File: src/rtl/rx_pkg.sv
package rx_pkg;

  localparam logic [5:0] OP_REG   = 6'b000000;
  localparam logic [5:0] OP_ADDI  = 6'b011001;
  localparam logic [5:0] OP_LUI   = 6'b001111;
  localparam logic [5:0] OP_BEQ   = 6'b000100;
  localparam logic [5:0] OP_BNE   = 6'b000101;
  localparam logic [5:0] OP_BZ    = 6'b000110;
  localparam logic [5:0] OP_JMP   = 6'b000010;
  localparam logic [5:0] OP_JLNK  = 6'b000011;

  localparam logic [5:0] FN_ADD   = 6'b101100;
  localparam logic [5:0] FN_SLL   = 6'b111000;
  localparam logic [5:0] FN_SLT   = 6'b101010;
  localparam logic [5:0] FN_CMOVZ = 6'b001010;
  localparam logic [5:0] FN_JREG  = 6'b001000;
  localparam logic [5:0] FN_JRLNK = 6'b001001;

  localparam logic [4:0] LINK_REG = 5'd31;

  typedef enum logic [2:0] {RES_ADD, RES_SLL, RES_SLT, RES_LUI, RES_MOVE, RES_LINK} resSel_e;
  typedef enum logic [1:0] {DST_RD, DST_RT, DST_LINK} dstSel_e;
  typedef enum logic [1:0] {BR_NONE, BR_EQ, BR_NE, BR_ZERO} brKind_e;

  typedef struct packed {
    logic    regWrite;
    dstSel_e dstSel;
    resSel_e resSel;
    logic    useImm;
    logic    condZero;
    brKind_e brKind;
    logic    jumpDirect;
    logic    jumpReg;
    logic    illegal;
  } ctrl_t;

endpackage

File: src/rtl/rx_control.sv
module rx_control
  import rx_pkg::*;
(
  input  logic [5:0] opcode,
  input  logic [5:0] funct,
  output ctrl_t      ctrl
);

  always_comb begin
    ctrl = '0;
    ctrl.dstSel = DST_RD;
    ctrl.resSel = RES_ADD;
    ctrl.brKind = BR_NONE;
    unique case (opcode)
      OP_REG: begin
        unique case (funct)
          FN_ADD:   ctrl.regWrite = 1'b1;
          FN_SLL:   begin ctrl.regWrite = 1'b1; ctrl.resSel = RES_SLL; end
          FN_SLT:   begin ctrl.regWrite = 1'b1; ctrl.resSel = RES_SLT; end
          FN_CMOVZ: begin
            ctrl.regWrite = 1'b1;
            ctrl.resSel   = RES_MOVE;
            ctrl.condZero = 1'b1;
          end
          FN_JREG:  ctrl.jumpReg = 1'b1;
          FN_JRLNK: begin
            ctrl.jumpReg  = 1'b1;
            ctrl.regWrite = 1'b1;
            ctrl.resSel   = RES_LINK;
            ctrl.dstSel   = DST_LINK;
          end
          default:  ctrl.illegal = 1'b1;
        endcase
      end
      OP_ADDI: begin
        ctrl.regWrite = 1'b1;
        ctrl.useImm   = 1'b1;
        ctrl.dstSel   = DST_RT;
      end
      OP_LUI: begin
        ctrl.regWrite = 1'b1;
        ctrl.resSel   = RES_LUI;
        ctrl.dstSel   = DST_RT;
      end
      OP_BEQ:  ctrl.brKind = BR_EQ;
      OP_BNE:  ctrl.brKind = BR_NE;
      OP_BZ:   ctrl.brKind = BR_ZERO;
      OP_JMP:  ctrl.jumpDirect = 1'b1;
      OP_JLNK: begin
        ctrl.jumpDirect = 1'b1;
        ctrl.regWrite   = 1'b1;
        ctrl.resSel     = RES_LINK;
        ctrl.dstSel     = DST_LINK;
      end
      default: ctrl.illegal = 1'b1;
    endcase
  end

endmodule

File: src/rtl/rx_datapath.sv
module rx_datapath
  import rx_pkg::*;
#(
  parameter int XLEN = 64
) (
  input  logic            clk,
  input  logic            rstN,
  input  logic [31:0]     instr,
  input  logic [XLEN-1:0] pc,
  input  ctrl_t           ctrl,
  output logic            wrEn,
  output logic [4:0]      wrAddr,
  output logic [XLEN-1:0] wrData,
  output logic [XLEN-1:0] nextPc
);

  localparam int REG_COUNT = 32;
  localparam int HI_PAD    = XLEN - 32;
  localparam int IMM_PAD   = XLEN - 16;
  localparam int OFS_PAD   = XLEN - 18;

  logic [XLEN-1:0] regs [REG_COUNT];

  logic [4:0]  rsIdx, rtIdx, rdIdx, shAmt;
  logic [15:0] imm16;
  logic [25:0] target;
  assign rsIdx  = instr[25:21];
  assign rtIdx  = instr[20:16];
  assign rdIdx  = instr[15:11];
  assign shAmt  = instr[10:6];
  assign imm16  = instr[15:0];
  assign target = instr[25:0];

  logic [XLEN-1:0] rsVal, rtVal, immExt, opB, pcPlus4, brTarget, jmpTarget, result;
  logic            sltBit, brTaken, condOk;
  logic [4:0]      dstAddr;

  assign rsVal     = (rsIdx == 5'd0) ? '0 : regs[rsIdx];
  assign rtVal     = (rtIdx == 5'd0) ? '0 : regs[rtIdx];
  assign immExt    = {{IMM_PAD{imm16[15]}}, imm16};
  assign opB       = ctrl.useImm ? immExt : rtVal;
  assign pcPlus4   = pc + XLEN'(4);
  assign brTarget  = pcPlus4 + {{OFS_PAD{imm16[15]}}, imm16, 2'b00};
  assign jmpTarget = {pc[XLEN-1:28], target, 2'b00};
  assign sltBit    = $signed(rsVal) < $signed(rtVal);

  always_comb begin
    unique case (ctrl.resSel)
      RES_SLL:  result = rtVal << shAmt;
      RES_SLT:  result = {{(XLEN-1){1'b0}}, sltBit};
      RES_LUI:  result = {{HI_PAD{1'b0}}, imm16, 16'h0000};
      RES_MOVE: result = rsVal;
      RES_LINK: result = pcPlus4;
      default:  result = rsVal + opB;
    endcase
  end

  always_comb begin
    unique case (ctrl.dstSel)
      DST_RT:   dstAddr = rtIdx;
      DST_LINK: dstAddr = LINK_REG;
      default:  dstAddr = rdIdx;
    endcase
  end

  assign condOk = !ctrl.condZero || (rtVal == '0);
  assign wrEn   = ctrl.regWrite && !ctrl.illegal && condOk && (dstAddr != 5'd0);
  assign wrAddr = dstAddr;
  assign wrData = result;

  always_comb begin
    unique case (ctrl.brKind)
      BR_EQ:   brTaken = (rsVal == rtVal);
      BR_NE:   brTaken = (rsVal != rtVal);
      BR_ZERO: brTaken = (rsVal == '0);
      default: brTaken = 1'b0;
    endcase
  end

  always_comb begin
    if (ctrl.jumpReg)         nextPc = rsVal;
    else if (ctrl.jumpDirect) nextPc = jmpTarget;
    else if (brTaken)         nextPc = brTarget;
    else                      nextPc = pcPlus4;
  end

  always_ff @(posedge clk) begin
    if (!rstN) begin
      for (int i = 0; i < REG_COUNT; i++) regs[i] <= '0;
    end else if (wrEn) begin
      regs[wrAddr] <= wrData;
    end
  end

  // storage behind register 0 never changes from zero
  a_r1_zero_reg_clear: assert property (@(posedge clk) disable iff (!rstN)
    regs[0] == '0);

  // an announced write lands in the register file
  a_r2_write_commits: assert property (@(posedge clk) disable iff (!rstN)
    wrEn |=> regs[$past(wrAddr)] == $past(wrData));

  // a nonzero condition register blocks the conditional move
  a_r7_cmov_blocked: assert property (@(posedge clk) disable iff (!rstN)
    (ctrl.condZero && rtVal != '0) |-> !wrEn);

  // link writes carry the return address into register 31
  a_r9_link_value: assert property (@(posedge clk) disable iff (!rstN)
    (wrEn && ctrl.dstSel == DST_LINK) |-> (wrAddr == 5'd31 && wrData == pc + XLEN'(4)));

endmodule

File: src/rtl/rx_exec_unit.sv
module rx_exec_unit
  import rx_pkg::*;
#(
  parameter int XLEN = 64
) (
  input  logic            clk,
  input  logic            rstN,
  input  logic [31:0]     instr,
  input  logic [XLEN-1:0] pc,
  output logic [XLEN-1:0] nextPc,
  output logic            wrEn,
  output logic [4:0]      wrAddr,
  output logic [XLEN-1:0] wrData,
  output logic            illegal
);

  ctrl_t ctrl;

  rx_control u_control (
    .opcode (instr[31:26]),
    .funct  (instr[5:0]),
    .ctrl   (ctrl)
  );

  rx_datapath #(.XLEN(XLEN)) u_datapath (
    .clk    (clk),
    .rstN   (rstN),
    .instr  (instr),
    .pc     (pc),
    .ctrl   (ctrl),
    .wrEn   (wrEn),
    .wrAddr (wrAddr),
    .wrData (wrData),
    .nextPc (nextPc)
  );

  assign illegal = ctrl.illegal;

  // unrecognised words write nothing and step by four
  a_r11_illegal_quiet: assert property (@(posedge clk) disable iff (!rstN)
    illegal |-> (!wrEn && nextPc == pc + XLEN'(4)));

  // branches never write the register file
  a_r8_branch_no_write: assert property (@(posedge clk) disable iff (!rstN)
    (ctrl.brKind != BR_NONE) |-> !wrEn);

endmodule

File: config.mk
export PLATFORM = sky130hd
export DESIGN_NAME = rx_exec_unit
export DESIGN_NICKNAME = d
export VERILOG_FILES = /design/src/rtl/rx_pkg.sv /design/src/rtl/rx_control.sv /design/src/rtl/rx_datapath.sv /design/src/rtl/rx_exec_unit.sv
export SDC_FILE = /design/constraint.sdc
export NUM_CORES = 2
export LEC_CHECK = 0
export BUFFER_PORTS_ARGS = -buffer_cell sky130_fd_sc_hd__buf_2
export CORE_UTILIZATION = 58
export DETAILED_ROUTE_END_ITERATION = 8
export PLACE_DENSITY = 0.78
export SLEW_MARGIN = 0
export SYNTH_ARGS = -nofsm -noshare
export SYNTH_HDL_FRONTEND = slang
export SYNTH_HIERARCHICAL = 1
export SYNTH_SLANG_ARGS = --single-unit
File: constraint.sdc
create_clock -name clk -period 6 [get_ports clk]
set_input_delay 0.3 -clock clk [delete_from_list [all_inputs] [get_ports clk]]
set_output_delay 0.3 -clock clk [all_outputs]
set_load 0.005 [all_outputs]
==> metrics, run 1 <==
starting utilization of the core area=approximately 59%; floorplan die width=roughly 460 microns; dominant register cell in the synthesized netlist=sky130_fd_sc_hd__edfxtp_1; placement row count=approximately 170; largest net degree at the start of global routing=97; count of input and output buffers=~230; count of flip-flops with a built-in enable after synthesis=between 2,000 and 2,500; # IOs=233; proportion of netlist area held by the largest area contributor=50.5%; initial antenna violation count=roughly 110; sequential area share after synthesis=between 50% and 60%; dominant cell type by area after synthesis=sky130_fd_sc_hd__edfxtp_1; number of distinct library cell variants in the gate-level netlist after synthesis=94; cts bufs inserted=206; clock root cell=sky130_fd_sc_hd__clkbuf_16; die outline height=about 460 microns; HPWL after DPL=between 400 and 500 mm; Global Route Usage Sum=about three quarters; outcome=aborted with a tool error; count of hold-fix buffers inserted at cts=0; Run Error=[ERROR GRT-0232] Routing congestion too high. Check the congestion heatmap in the GUI.; synth top area cells=sky130_fd_sc_hd__edfxtp_1 (50%), sky130_fd_sc_hd__mux4_2 (19%), sky130_fd_sc_hd__nor2_1 (7.2%); placer congestion estimate=1.11; most used standard cells in the synthesized netlist=sky130_fd_sc_hd__nor2_1 (2,324), sky130_fd_sc_hd__edfxtp_1 (2,048), sky130_fd_sc_hd__mux4_2 (1,049); # placed instances=between 10,000 and 15,000; worst endpoint kind after the last repair=top-level output; worst-slack endpoint at the end of global-route timing repair=nextPc[18]; Synth Cell Area=around 0.12 sq mm; maximum number of buffers from clock root to sink=3; number of instances in the synthesized netlist=around 10,000; share of flip-flops with an asynchronous set or reset after synthesis=0%; total of warnings raised by yosys=6; cell with the most instances after synthesis=sky130_fd_sc_hd__nor2_1; TritonCTS Sinks=between 2,000 and 2,500; mean cell area of the mapped netlist=about 12 sq um; Last stage=5_1_grt; synthesized flop and latch total=~2,000; CTS HTree Levels=4; remaining global-route overflow=81
-- repair_timing --
item / 4_1_cts
cloned: 16
setup endpoints to repair: 665
buffers inserted: 132
hold endpoints to repair: 0
gates resized for setup: 578
pin swaps: 165
-- stage by stage --
| stage | setup slack, ns | hold slack [ns] | cell area, sq um | TNS (ns) |
|---|---|---|---|---|
| 2_1_floorplan | -0.000296 | 0.661 | 122000 | -0.00592 |
| 3_5_place_dp | -1.50 | 1.01 | 146000 | -972.85 |
| 3_3_place_gp | -1.50 | 1.01 | 146000 | -952.35 |
| 4_1_cts | -0.666 | 0.114 | 156000 | -32.77 |
-- layer usage --
metal	GRT overflow	track usage, %
met3	2	61.3
met4	38	68.5
met5	0	38.5
met1	5	75.3
met2	36	87.4
-- cells by family after synthesis --
kind of cell               Yosys count  synth area share [%]
AOI/OAI and AO/OA                 1383                  7.50
xor gates and xnor gates           174                  1.25
adders and majority gates          193                  1.99
buffers and inverters             1186                  3.96
DFF                               2048                  50.5
muxes                             1478                  23.0
other                                1               0.00308
and+or+nand+nor                   3461                  11.8
==> run 2: changes to the inputs <==
--- a/config.mk
+++ b/config.mk
@@ -6,9 +6,9 @@
 export NUM_CORES = 2
 export LEC_CHECK = 0
 export BUFFER_PORTS_ARGS = -buffer_cell sky130_fd_sc_hd__buf_2
-export CORE_UTILIZATION = 58
+export CORE_UTILIZATION = 40
 export DETAILED_ROUTE_END_ITERATION = 8
-export PLACE_DENSITY = 0.78
+export PLACE_DENSITY_LB_ADDON = 0.15
 export SLEW_MARGIN = 0
 export SYNTH_ARGS = -nofsm -noshare
 export SYNTH_HDL_FRONTEND = slang
==> constraint.sdc (replaced) <==
create_clock -name clk -period 7.8 [get_ports clk]
set_input_delay 0.39 -clock clk [delete_from_list [all_inputs] [get_ports clk]]
set_output_delay 0.39 -clock clk [all_outputs]
set_load 0.005 [all_outputs]
==> metrics, run 2 <==
Antenna Nets Post-Route=0; dominant register cell in the synthesized netlist=sky130_fd_sc_hd__edfxtp_1; DRC viols=0; clock root cell=sky130_fd_sc_hd__clkbuf_16; violations in the final reports=max-capacitance violations, max-slew violations, negative setup slack; crit-path most repeated cell=sky130_fd_sc_hd__buf_12; achievable frequency=approximately 0.13 GHz; ratio of cells with drive above 1 in the final layout=between 20% and 30%; final period utilization=101%; synth top area cells=sky130_fd_sc_hd__edfxtp_1 (50%), sky130_fd_sc_hd__mux4_2 (19%), sky130_fd_sc_hd__nor2_1 (7.2%); global-route wire length before repair=approximately 870 mm; maximum number of buffers from clock root to sink=4; maximum fanout along the worst path=26; clock tree from TritonCTS=yes; number of max-slew violations in the final report=2; number of nets at the end of the flow=about 11,000; count of input and output buffers=232; required time of the critical path=~7.4 ns; Final setup violation count=4; switching share of power=34.6%; CTS HTree Levels=4; clock edge transition at the registers on the reported setup and hold paths=~0.07 ns; sum of buffers and inverters on the critical path=8; cell count of the worst reg-to-reg path=21; # placed instances=~14,000; Worst path slowest cell=sky130_fd_sc_hd__or4_1; Hold Path Depth=2; HPWL after DPL=around 440 mm; cell leakage power=~54 nW; CP Cell Sequence=buf_12 -> buf_12 -> buf_12 -> mux4_2 -> nand2_1 -> a21oi_1 -> or4_1 -> inv_1 -> a21oi_1 -> ha_1 -> a21oi_1 -> o21ai_0 -> a221oi_1 -> o21ai_0 -> a311oi_1 -> o2111ai_1 -> buf_4 -> o2111ai_1 -> o31ai_1 -> xor2_1 -> a211oi_4 -> buf_12 -> inv_1 -> buf_2; top flop regs=u_datapath/regs (2048); # IOs=~230; number of violations of the max-capacitance limit=1; internal cell power=0.0220 W; Slew headroom=-4.69%; clock latency reported for the late side of the worst-skew pair=between 0.9 and 1 ns; max FFs per register=about 2,000; Synth Cell Area=0.122 sq mm; floorplan die area=0.307 sq mm; largest vdd supply drop=approximately 0.2 mV; sequential area share after synthesis=approximately 50%; Critical Path Max Stage Delay=0.82 ns; clock group share of total power=32.8%; placer congestion estimate=~1.0; drt total wl=about 660 mm; area of the placeable core=0.303 sq mm; min setup slack post-route=-0.0879 ns; sort of element at the start of the critical path=input port; count of hold-fix buffers inserted at cts=0; area occupied by multi-input gates=between 0.05 and 0.06 sq mm; starting utilization of the core area=approximately two fifths; type of destination of the critical path=output port; mean cell area of the mapped netlist=12.3 sq um; TritonCTS Sinks=approximately 2,000; violation count after the first detailed-routing iteration=~18,000; floorplan die width=about 550 microns; switching power total=approximately 0.012 W; RSZ-0062 raised after global routing=false; largest net degree at the start of global routing=between 70 and 80; Fin Clk Skew=approximately 0.067 ns; Setup TNS Final=-0.195 ns; cts bufs inserted=228; dominant cell type by area after synthesis=sky130_fd_sc_hd__edfxtp_1; outcome=finished, violations left; vias in the first global route=slightly below 100k; final cell count without fillers=between 10,000 and 15,000; cell with the most instances after synthesis=sky130_fd_sc_hd__nor2_1; remaining global-route overflow=0; share of total power in sequential cells=~38%; most used standard cells in the synthesized netlist=sky130_fd_sc_hd__nor2_1 (2,324), sky130_fd_sc_hd__edfxtp_1 (2,048), sky130_fd_sc_hd__mux4_2 (1,049); Hold Fails Final Rpt=0; mean number of vias per cell=about 7.1; top register by number of flip-flops=u_datapath/regs; path type of the worst min-delay path=input port to register; total of warnings raised by yosys=6; proportion of netlist area held by the largest area contributor=between 50 and 60%; average detailed-routed wire length per instance=roughly 45 microns; synthesized flop and latch total=between 2,000 and 2,500; Filler cells=between 20,000 and 30,000; count of flip-flops with a built-in enable after synthesis=2,048; ratio of total power to cell area=roughly 240 mW/mm^2; Crit. path cell count=24; number of distinct library cell variants in the gate-level netlist after synthesis=94; area used by sequential logic in the layout=around 0.061 sq mm; placement row count=around 200; crit-path leading delay family=compound AO/OA/AOI/OAI gates; die outline height=approximately 550 microns; top library cells by usage in the layout, fill and taps aside=sky130_fd_sc_hd__nor2_1 (2,314), sky130_fd_sc_hd__edfxtp_1 (2,048), sky130_fd_sc_hd__mux4_2 (1,049), sky130_fd_sc_hd__buf_4 (654), sky130_fd_sc_hd__nand2_1 (471); Logic pwr share=between 20% and 30%; transition time of the tightest slew-check pin=approximately 1.6 ns; leading cell type in the layout, fill and taps excluded=sky130_fd_sc_hd__nor2_1; post-route total power=between 0.03 and 0.04 W; Area growth, synth to finish=17.0%; category of the most critical setup path=input port to output port; Global Route Usage Sum=around 42%; share of flip-flops with an asynchronous set or reset after synthesis=0%; worst hold margin=between 0.15 and 0.2 ns; number of instances in the synthesized netlist=approximately 10,000; total via count in the routed design=between 100k and 150k; length of the first detailed-routing pass in iterations=8; Final min period=a little under 8 ns; initial antenna violation count=54; data arrival at the endpoint of the critical path=approximately 7.5 ns
[run 2: cell counts after synthesis]
Identical to the previous run, type by type.
[run 2: worst paths after layout]
| check | startpoint | endpoint | slack (ns) |
|---|---|---|---|
| max | instr[16] | wrData[61] | -0.09 |
| min | rstN | u_datapath/regs[17][44] | 0.19 |
| max reg2reg | u_datapath/regs[19][26] | u_datapath/regs[2][61] | 0.89 |
| min reg2reg | u_datapath/regs[4][13] | u_datapath/regs[5][13] | 1.66 |
[run 2: timing repair]
| item | in CTS | in global routing |
|---|---|---|
| gates resized for setup | 12 | 7 |
| setup buffers | 0 | 3 |
| endpoints found under the setup margin | 6 | 9 |
| pin swaps | 1 | 4 |
[run 2: power groups by stage]
stage	combinational (W)	clock (W)	sequential [W]
floorplan	0.00441	0	0.0128
global placement	0.00951	0	0.0129
detailed placement	0.00949	0	0.0129
CTS	0.00953	0.0110	0.0127
global route	0.0100	0.0114	0.0127
finish	0.00991	0.0110	0.0127
[run 2: layer usage]
metal  part of all wire [%]  GRT usage (%)  vias up
met3                     15           14.3     2082
met2                     42           60.3     9328
met4                    7.9           27.5       32
li1                       -              -    38642
met5                  0.062          0.438        -
met1                     36           54.2    52782
[run 2: final cells by class]
cell class,count,share of cell area (%)
multi-input cells,6753,40.1
clock buffers,270,4.16
well taps,3978,3.49
inverters,239,0.639
repair buffers,1105,7.41
flip-flops and latches,2048,43.1
diodes,46,0.0807
clock inverters,149,0.993
[run 2: metrics by stage]
step / cell area, sq um / utilization (%) / worst slack [ns]
after global placement: 135000 / 44.5 / -0.362
after global routing: 142000 / 47.0 / 0.0160
after CTS: 142000 / 47.0 / -0.0286
after floorplan: 122000 / - / 1.20
after detailed placement: 135000 / 44.5 / -0.310
final: 143000 / 47.0 / -0.0879
[run 2: cells by family after synthesis]
| group | count (synthesis) | synth area share [%] |
|---|---|---|
| buffers and inverters | 1186 | 3.96 |
| AOI/OAI and AO/OA | 1383 | 7.50 |
| and+or+nand+nor | 3461 | 11.8 |
| muxes | 1478 | 23.0 |
| adders and majority gates | 193 | 1.99 |
| DFF | 2048 | 50.5 |
| xor gates and xnor gates | 174 | 1.25 |
| other | 1 | 0.00308 |
No activity file was read; power rests on OpenSTA's default activity.
